===== src/rtl/kwdt_pkg.sv =====
package kwdt_pkg;

    localparam int unsigned REG_AW = 2;

    localparam logic [REG_AW-1:0] A_KEY  = 2'd0;
    localparam logic [REG_AW-1:0] A_CTRL = 2'd1;
    localparam logic [REG_AW-1:0] A_CLK  = 2'd2;
    localparam logic [REG_AW-1:0] A_CNT  = 2'd3;

    localparam int unsigned F_RUN_LSB = 0;
    localparam int unsigned F_RUN_W   = 4;
    localparam int unsigned F_CLR     = 4;
    localparam int unsigned F_SEL     = 5;
    localparam int unsigned F_STAT    = 6;
    localparam int unsigned F_DBGRUN  = 0;

    typedef enum logic [1:0] {
        ST_IDLE,
        ST_COUNT,
        ST_FIRE_NMI,
        ST_FIRE_RST
    } wdt_state_e;

    typedef struct packed {
        logic [F_RUN_W-1:0] run;
        logic               sel_nmi;
        logic               dbg_run;
    } wdt_cfg_t;

endpackage


===== src/rtl/kwdt_regs.sv =====
module kwdt_regs
    import kwdt_pkg::*;
#(
    parameter int unsigned          DATA_W    = 16,
    parameter int unsigned          CNT_W     = 16,
    parameter logic [DATA_W-1:0]    KEY       = 16'h0096,
    parameter logic [F_RUN_W-1:0]   STOP_CODE = 4'hA
) (
    input  logic              clk,
    input  logic              rst_n,
    input  logic              bus_wr,
    input  logic [REG_AW-1:0] bus_addr,
    input  logic [DATA_W-1:0] bus_wdata,
    input  logic              nmi_set,
    input  logic [CNT_W-1:0]  cnt_val,
    output wdt_cfg_t          cfg,
    output logic              cnt_clr,
    output logic [DATA_W-1:0] bus_rdata
);

    logic [DATA_W-1:0] key_q;
    logic              unlocked;
    logic              wr_key, wr_ctrl, wr_clk;
    logic              stat_q;
    wdt_cfg_t          cfg_q;

    assign unlocked = (key_q == KEY);
    assign wr_key   = bus_wr && (bus_addr == A_KEY);
    assign wr_ctrl  = bus_wr && (bus_addr == A_CTRL) && unlocked;
    assign wr_clk   = bus_wr && (bus_addr == A_CLK) && unlocked;
    assign cnt_clr  = wr_ctrl && bus_wdata[F_CLR];
    assign cfg      = cfg_q;

    // key register: always writable
    always_ff @(posedge clk) begin
        if (!rst_n)      key_q <= '0;
        else if (wr_key) key_q <= bus_wdata;
    end

    // guarded configuration
    always_ff @(posedge clk) begin
        if (!rst_n) begin
            cfg_q.run     <= STOP_CODE;
            cfg_q.sel_nmi <= 1'b0;
            cfg_q.dbg_run <= 1'b0;
        end else begin
            if (wr_ctrl) begin
                cfg_q.run     <= bus_wdata[F_RUN_LSB +: F_RUN_W];
                cfg_q.sel_nmi <= bus_wdata[F_SEL];
            end
            if (wr_clk) cfg_q.dbg_run <= bus_wdata[F_DBGRUN];
        end
    end

    // sticky interrupt status, set wins over clear
    always_ff @(posedge clk) begin
        if (!rst_n)                            stat_q <= 1'b0;
        else if (nmi_set)                      stat_q <= 1'b1;
        else if (wr_ctrl && bus_wdata[F_STAT]) stat_q <= 1'b0;
    end

    always_comb begin
        bus_rdata = '0;
        unique case (bus_addr)
            A_KEY:  bus_rdata = key_q;
            A_CTRL: begin
                bus_rdata[F_RUN_LSB +: F_RUN_W] = cfg_q.run;
                bus_rdata[F_SEL]                = cfg_q.sel_nmi;
                bus_rdata[F_STAT]               = stat_q;
            end
            A_CLK:  bus_rdata[F_DBGRUN]   = cfg_q.dbg_run;
            A_CNT:  bus_rdata[CNT_W-1:0]  = cnt_val;
        endcase
    end

    AST_LOCKED_WRITE: assert property (@(posedge clk) disable iff (!rst_n)
        (bus_wr && !unlocked && bus_addr != A_KEY) |=> ($stable(cfg_q.run) && $stable(cfg_q.sel_nmi) && $stable(cfg_q.dbg_run)));

    AST_NMI_STATUS: assert property (@(posedge clk) disable iff (!rst_n)
        nmi_set |=> stat_q);

endmodule


===== src/rtl/kwdt_gate.sv =====
module kwdt_gate (
    input  logic tick,
    input  logic dbg_halt,
    input  logic dbg_run,
    output logic tick_eff
);

    logic frozen;

    // debug freeze unless debug-run is set
    assign frozen   = dbg_halt && !dbg_run;
    assign tick_eff = tick && !frozen;

endmodule


===== src/rtl/kwdt_core.sv =====
module kwdt_core
    import kwdt_pkg::*;
#(
    parameter int unsigned        CNT_W     = 16,
    parameter logic [F_RUN_W-1:0] STOP_CODE = 4'hA
) (
    input  logic               clk,
    input  logic               rst_n,
    input  logic               tick_eff,
    input  logic [F_RUN_W-1:0] run,
    input  logic               sel_nmi,
    input  logic               cnt_clr,
    output logic [CNT_W-1:0]   cnt_val,
    output logic               nmi_set,
    output logic               nmi_req,
    output logic               rst_req
);

    localparam logic [CNT_W-1:0] CNT_MAX = '1;

    wdt_state_e       state_q, state_d;
    logic [CNT_W-1:0] cnt_q;
    logic             count_en;
    logic             wrap;

    assign count_en = tick_eff && (run != STOP_CODE);
    assign wrap     = count_en && !cnt_clr && (cnt_q == CNT_MAX);
    assign nmi_set  = wrap && sel_nmi;
    assign cnt_val  = cnt_q;

    always_ff @(posedge clk) begin
        if (!rst_n)        cnt_q <= '0;
        else if (cnt_clr)  cnt_q <= '0;
        else if (count_en) cnt_q <= cnt_q + 1'b1;
    end

    // next-state logic
    always_comb begin
        state_d = state_q;
        unique case (state_q)
            ST_IDLE, ST_COUNT, ST_FIRE_NMI, ST_FIRE_RST: begin
                if (wrap)                   state_d = sel_nmi ? ST_FIRE_NMI : ST_FIRE_RST;
                else if (run == STOP_CODE)  state_d = ST_IDLE;
                else                        state_d = ST_COUNT;
            end
        endcase
    end

    // state register
    always_ff @(posedge clk) begin
        if (!rst_n) state_q <= ST_IDLE;
        else        state_q <= state_d;
    end

    // outputs
    always_comb begin
        nmi_req = 1'b0;
        rst_req = 1'b0;
        unique case (state_q)
            ST_IDLE:     ;
            ST_COUNT:    ;
            ST_FIRE_NMI: nmi_req = 1'b1;
            ST_FIRE_RST: rst_req = 1'b1;
        endcase
    end

    AST_STOP_HOLD: assert property (@(posedge clk) disable iff (!rst_n)
        (run == STOP_CODE && !cnt_clr) |=> $stable(cnt_q));

    AST_CLR_ZERO: assert property (@(posedge clk) disable iff (!rst_n)
        cnt_clr |=> (cnt_q == '0));

    AST_ONE_REQ: assert property (@(posedge clk) disable iff (!rst_n)
        !(nmi_req && rst_req));

    AST_REQ_PULSE: assert property (@(posedge clk) disable iff (!rst_n)
        (nmi_req || rst_req) |=> !(nmi_req || rst_req));

    AST_GATED_HOLD: assert property (@(posedge clk) disable iff (!rst_n)
        (!tick_eff && !cnt_clr) |=> $stable(cnt_q));

endmodule


===== src/rtl/kwdt_top.sv =====
module kwdt_top
    import kwdt_pkg::*;
#(
    parameter int unsigned DATA_W    = 16,
    parameter int unsigned CNT_W     = 16,
    parameter logic [15:0] KEY       = 16'h0096,
    parameter logic [3:0]  STOP_CODE = 4'hA
) (
    input  logic              clk,
    input  logic              rst_n,
    input  logic              wd_tick,
    input  logic              dbg_halt,
    input  logic              bus_wr,
    input  logic [1:0]        bus_addr,
    input  logic [DATA_W-1:0] bus_wdata,
    output logic [DATA_W-1:0] bus_rdata,
    output logic              nmi_req,
    output logic              rst_req
);

    wdt_cfg_t         cfg;
    logic             cnt_clr;
    logic             nmi_set;
    logic             tick_eff;
    logic [CNT_W-1:0] cnt_val;

    kwdt_regs #(
        .DATA_W(DATA_W), .CNT_W(CNT_W), .KEY(KEY), .STOP_CODE(STOP_CODE)
    ) u_regs (
        .clk(clk), .rst_n(rst_n), .bus_wr(bus_wr), .bus_addr(bus_addr),
        .bus_wdata(bus_wdata), .nmi_set(nmi_set), .cnt_val(cnt_val),
        .cfg(cfg), .cnt_clr(cnt_clr), .bus_rdata(bus_rdata)
    );

    kwdt_gate u_gate (
        .tick(wd_tick), .dbg_halt(dbg_halt), .dbg_run(cfg.dbg_run),
        .tick_eff(tick_eff)
    );

    kwdt_core #(
        .CNT_W(CNT_W), .STOP_CODE(STOP_CODE)
    ) u_core (
        .clk(clk), .rst_n(rst_n), .tick_eff(tick_eff), .run(cfg.run),
        .sel_nmi(cfg.sel_nmi), .cnt_clr(cnt_clr), .cnt_val(cnt_val),
        .nmi_set(nmi_set), .nmi_req(nmi_req), .rst_req(rst_req)
    );

endmodule


===== config.mk =====
export PLATFORM = sky130hd
export DESIGN_NAME = kwdt_top
export DESIGN_NICKNAME = d
export VERILOG_FILES = /design/src/rtl/kwdt_pkg.sv /design/src/rtl/kwdt_regs.sv /design/src/rtl/kwdt_gate.sv /design/src/rtl/kwdt_core.sv /design/src/rtl/kwdt_top.sv
export SDC_FILE = /design/constraint.sdc
export NUM_CORES = 1
export LEC_CHECK = 0
export ABC_AREA = 1
export BUFFER_PORTS_ARGS = -buffer_cell sky130_fd_sc_hd__buf_2
export CAP_MARGIN = 20
export CORE_MARGIN = 4
export CORE_UTILIZATION = 30
export CTS_CLUSTER_SIZE = 16
export DETAILED_ROUTE_END_ITERATION = 8
export GPL_TIMING_DRIVEN = 1
export PLACE_DENSITY = 0.57
export SYNTH_ARGS = -nofsm -noshare
export SYNTH_HDL_FRONTEND = slang
export SYNTH_SLANG_ARGS = --single-unit

===== constraint.sdc =====
create_clock -name clk -period 1.87 [get_ports clk]
set_clock_uncertainty 0.2 [all_clocks]
set_input_delay 0.0935 -clock clk [delete_from_list [all_inputs] [get_ports clk]]
set_output_delay 0.0935 -clock clk [all_outputs]
set_load 0.005 [all_outputs]

Word-level counts from Yosys, hierarchy flattened
Index checks and enable logic that the tools add are counted.
{"block": "totals", "ff_bits": 41, "inputBits": 23, "output_inout_bits": 18, "word_cells": 53}
{"block": "op_classes", "addsub": 1, "n_eq_ne": 10, "muxes": 13, "n_bitwise": 1, "n_reduce_logical": 21}
{"operator": "$pmux 9 s2", "count": 1}
{"operator": "$add 16x1->16 const B", "count": 1}
{"operator": "$eq 16x16->1 const B", "count": 1}
{"operator": "$eq 16x8->1 const B", "count": 1}
{"operator": "$logic_and 1x1->1", "count": 13}
{"operator": "$pmux 3 s3", "count": 1}
{"operator": "$eq 2x2->1 const B", "count": 4}
{"operator": "$mux 1", "count": 6}
{"operator": "$pmux 2 s3", "count": 1}
{"operator": "$eq 2x1->1 const B", "count": 2}
{"operator": "$eq 4x4->1 const B", "count": 1}
{"operator": "$logic_not 2->1", "count": 2}
{"operator": "$mux 2", "count": 2}
{"operator": "$ne 4x4->1 const B", "count": 1}
{"operator": "$pmux 1 s4", "count": 1}
{"operator": "$reduce_or 4->1", "count": 1}
{"operator": "$logic_not 1->1", "count": 3}
{"operator": "$pmux 1 s2", "count": 1}
{"operator": "$reduce_bool 2->1", "count": 1}
{"operator": "$reduce_or 2->1", "count": 1}
{"operator": "$not 1->1", "count": 1}

Depth between registers and ports, before layout
{"block": "depth", "depth_word": 9, "ltp_mapped": 9, "mapped_depth_nobuf": 9}

Hierarchy
A second synthesis with hierarchy kept.
{"block": "unflattened", "hier_cells": 351, "hier_area_um2": 2293.4}
{"module": "kwdt_regs", "n_inst": 1, "cells_each": 200, "area_each_um2": 1298.7, "seq_area_each_um2": 460.4}
{"module": "kwdt_core", "n_inst": 1, "cells_each": 148, "area_each_um2": 978.4, "seq_area_each_um2": 360.3}
{"module": "kwdt_gate", "n_inst": 1, "cells_each": 3, "area_each_um2": 16.3, "seq_area_each_um2": 0.0}

Least setup slack after synthesis
Ideal clock, no wire load.
{"block": "synth_timing", "path_type": "flip-flop to flip-flop", "start": "reg u_core.cnt_q[1] (netlist: u_core.cnt_val[1])", "end": "reg u_core.cnt_q[6] (netlist: u_core.cnt_val[6])", "setup_ps": 114, "t_arrival_ps": 1108, "required_ps": 1556, "slack_ps": 447, "path_stages_with_launch": 8, "n_path_buf": 0, "period_less_slack_ps": 1423, "path_cell_list": "dfxtp_1 > ha_1 > nand3_1 > inv_1 > nand3_2 > nor2_1 > xor2_1 > nor2_1"}
{"block": "synth_via", "elab_chain_len": 1}
{"item": "from (decl)", "line": "kwdt_core.sv:22", "rtl": "logic [CNT_W-1:0] cnt_q;"}
{"item": "from (signal assigned)", "line": "kwdt_core.sv:34", "rtl": "else if (count_en) cnt_q <= cnt_q + 1'b1;"}
{"item": "$add 16x1->16", "line": "kwdt_core.sv:34"}
Every way passes these cells.
A chain may end at the register's enable or synchronous reset.

Worst setup path after layout
Same ends and word-level chain as after synthesis.

==> impl_metrics.csv <==
group,metric,value,unit
outcome,status,"finished clean",
worst_hold_path,hold_path_startpoint,"bus_wr",
timing,max_freq,602,MHz
yosys,synth.distinct_cells,29,
grt,overflow,0,
setup_path,timing.rr.start,"u_core.cnt_val[1]",
placed_design,routabilityCongestion,0.915,
setup_path,slowest_delay,420,ps
timing,slew_headroom,0.640,
placed_design,dp_cells,471,
yosys,synth_top_area_share,0.369,
detailed_routing,routed_wl,5.92,mm
cts,cts_sinks,41,
layout,final_cell_area,2790,sq um
timing,setup_viol,0,
cts,cts_root_buf,"clkbuf_8",
layout,mostFrequentLayoutCell,"nand2_1",
power,powerDensity,602,nW/um^2
setup_path,required,1850,ps
cts,cts_buffer_depth,2,
yosys,synth_area_leaders,"dfxtp_1 37%, nand2_1 15%, nor2_1 9.4%",
layout,area.growth.synth_to_final,25.5,%
timing,fin_crit,1660,ps
cts,cts_made_buffers,5,
yosys,synth_top_area_cell,"dfxtp_1",
layout,drive_gt1_frac,0.166,
timing,rsz0062_at_grt,"false",
yosys,ys_ff_latch,41,
cts,cts_tree,"built",
layout,fin_cells,496,
grt,grt_max_degree,18,
cts,cts_post_setup_buffers_inserted,0,
cts,clk_pin_slew,90,ps
placed_design,hpwl,4.51,mm
setup_path,cp_cell_sequence,"ha_1, nand3_1, inv_1, nand3_2, nor2_1, xor2_1, nor2_1",
detailed_routing,drt_pre_antenna_iters,4,
placed_design,io_buffers,40,
cts,ctsResizeCount,0,
yosys,synth_area,2230,sq um
worst_hold_path,hold_class,"input port to flip-flop",
yosys,yosysWarnings,0,
detailed_routing,ant_nets,0,
layout,antennaDiodeCount,0,
setup_path,r2r-end,"u_core.cnt_val[6]",
power,p_leak,1.20,nW
setup_path,cpMostUsedCell,"nor2_1",
grt,antenna_found_initial,0,
detailed_routing,dr.first_iter.drc_count,107,
detailed_routing,vias,2267,
yosys,yosysSeqAreaShare,0.369,
timing,hold_viol_final,0,
setup_path,crit_fanout,5,
setup_path,crit_type,"flip-flop to flip-flop",
grt,grt.total_usage,0.143,
setup_path,cp-end-kind,"flip-flop",
floorplan,die-area,8860,sq um
detailed_routing,routedWlPerCell,11.9,um
placed_design,place_area,2540,sq um
floorplan,num_rows,31,
grt,first_global_vias,2220,
yosys,syn_inst,338,
setup_path,crit_start,"u_core.cnt_val[1]",
detailed_routing,drc,0,
cts,insertion_delay,310,ps
yosys,syn_avg_cell_area,6.59,sq um
timing,worstMarginPinSlew,540,ps
power,vdd_drop_max,406,uV
floorplan,initial_core_util,0.309,
layout,nets,426,
timing,min_period_over_period,0.888,
detailed_routing,post_drt_via_cell_ratio,4.57,
job,cap_violations,0,
floorplan,coreArea,7210,sq um
timing,slew_viol_final,0,
timing,setup_ws,210,ps
worst_hold_path,worstHoldPathCells,4,
floorplan,die_h,94.1,um
cts,htree_num_levels,2,
grt,grt_pass1_wl,10.1,mm
setup_path,worstPathArrival,1640,ps
floorplan,pin_count,41,
setup_path,r2r_cells,7,
yosys,syn-num-nets,368,
worst_hold_path,hold_path_end,"u_regs.cfg[0]",
power,total_power,1.68,mW
timing,setup_tns,0,ps
setup_path,cp_slowest_cell,"dfxtp_1",
setup_path,r2r_setup_slack,210,ps
placed_design,dpl_worst_slack,233,ps
setup_path,critPathLaunchType,"flip-flop",
floorplan,die_w,94.1,um
layout,mostFrequentLayoutCells,"89 x nand2_1, 56 x nor2_1, 41 x dfxtp_1, 40 x buf_2, 33 x inv_1",
flip-flops by register name (all words and copies together), names as in the netlist:
register        cells
u_regs.cfg          6
u_core.state_q      2
u_regs.key_q       16
u_core.cnt_val     16
u_regs.stat_q       1
worst max path at each step:
stage | cells after the start | slack, ps | endpoint
after detailed placement | 7 | 230 | u_core.cnt_val[6]
after global placement | 7 | 220 | u_core.cnt_val[6]
after floorplan | 7 | 450 | u_core.cnt_val[6]
final | 7 | 210 | u_core.cnt_val[6]
after global routing | 7 | 70 | u_core.cnt_val[10]
after CTS | 7 | 220 | u_core.cnt_val[6]
synthesized netlist by cell type:
cell / n
a32oi_1: 1
nor2_1: 56
or2_0: 2
xor2_1: 5
inv_1: 33
clkbuf_2: 1
nand2_4: 1
dfxtp_1: 41
nand3_2: 2
clkbuf_1: 6
a21oi_1: 29
a21oi_2: 1
a21boi_4: 1
o211ai_1: 1
nand2_1: 89
ha_1: 7
nand3b_1: 1
nor3_1: 3
nand3_1: 14
inv_2: 4
nor2_4: 2
buf_1: 1
nor2_2: 2
nand2_2: 2
buf_2: 1
xnor2_1: 3
nand4_1: 6
o21ai_0: 22
buf_4: 1
cells by family after synthesis:
family | synth area share
AND/OR/NAND/NOR | 0.344
AO/OA/AOI/OAI | 0.134
buffers and inverters | 0.0821
flip-flops | 0.369
XOR/XNOR | 0.0315
adder cells (fa/ha/maj) | 0.0393
power breakdown:
part           total (mW)  switching, mW  internal [mW]  leakage, nW
Sequential          0.903         0.0127          0.890        0.332
Clock               0.595          0.332          0.263       0.0374
Combinational       0.183          0.101         0.0820        0.834
what timing repair did:
| item | in CTS | in global routing |
|---|---|---|
| endpoints found under the setup margin | 0 | 0 |
| hold buffers | 17 | 0 |
| hold endpoints to repair | 23 | 0 |
worst max-delay path: cells and delay by family, from the launching register on:
family,cells,cell delay (ps)
buffers and inverters,1,120
AND/OR/NAND/NOR,4,420
adder cells (fa/ha/maj),1,200
flip-flops,1,420
XOR/XNOR,1,180
metal layers:
metal / vias up / part of all wire / global-route usage
met3: 15 / 0.035 / 0.0329
met5: - / 0 / 0
met1: 1022 / 0.47 / 0.178
met4: 0 / 0.027 / 0.0554
li1: 1180 / - / -
met2: 50 / 0.47 / 0.239
metrics by stage:
step | util | hold WS (ps)
floorplan | - | 6.72
global placement | 0.352 | 123
detailed placement | 0.352 | 124
CTS | 0.387 | 0.328
global route | 0.387 | 24.2
finish | 0.387 | 0.748
layout make-up:
class / instances / area [sq um]
clock buffers: 6 / 72.6
clock inverters: 2 / 15.0
fillers: 802 / 4420
inverters: 37 / 139
multi-input cells: 250 / 1220
flip-flops and latches: 41 / 821
well taps: 99 / 124
repair buffers: 61 / 400
No activity file was read; power rests on OpenSTA's default activity.
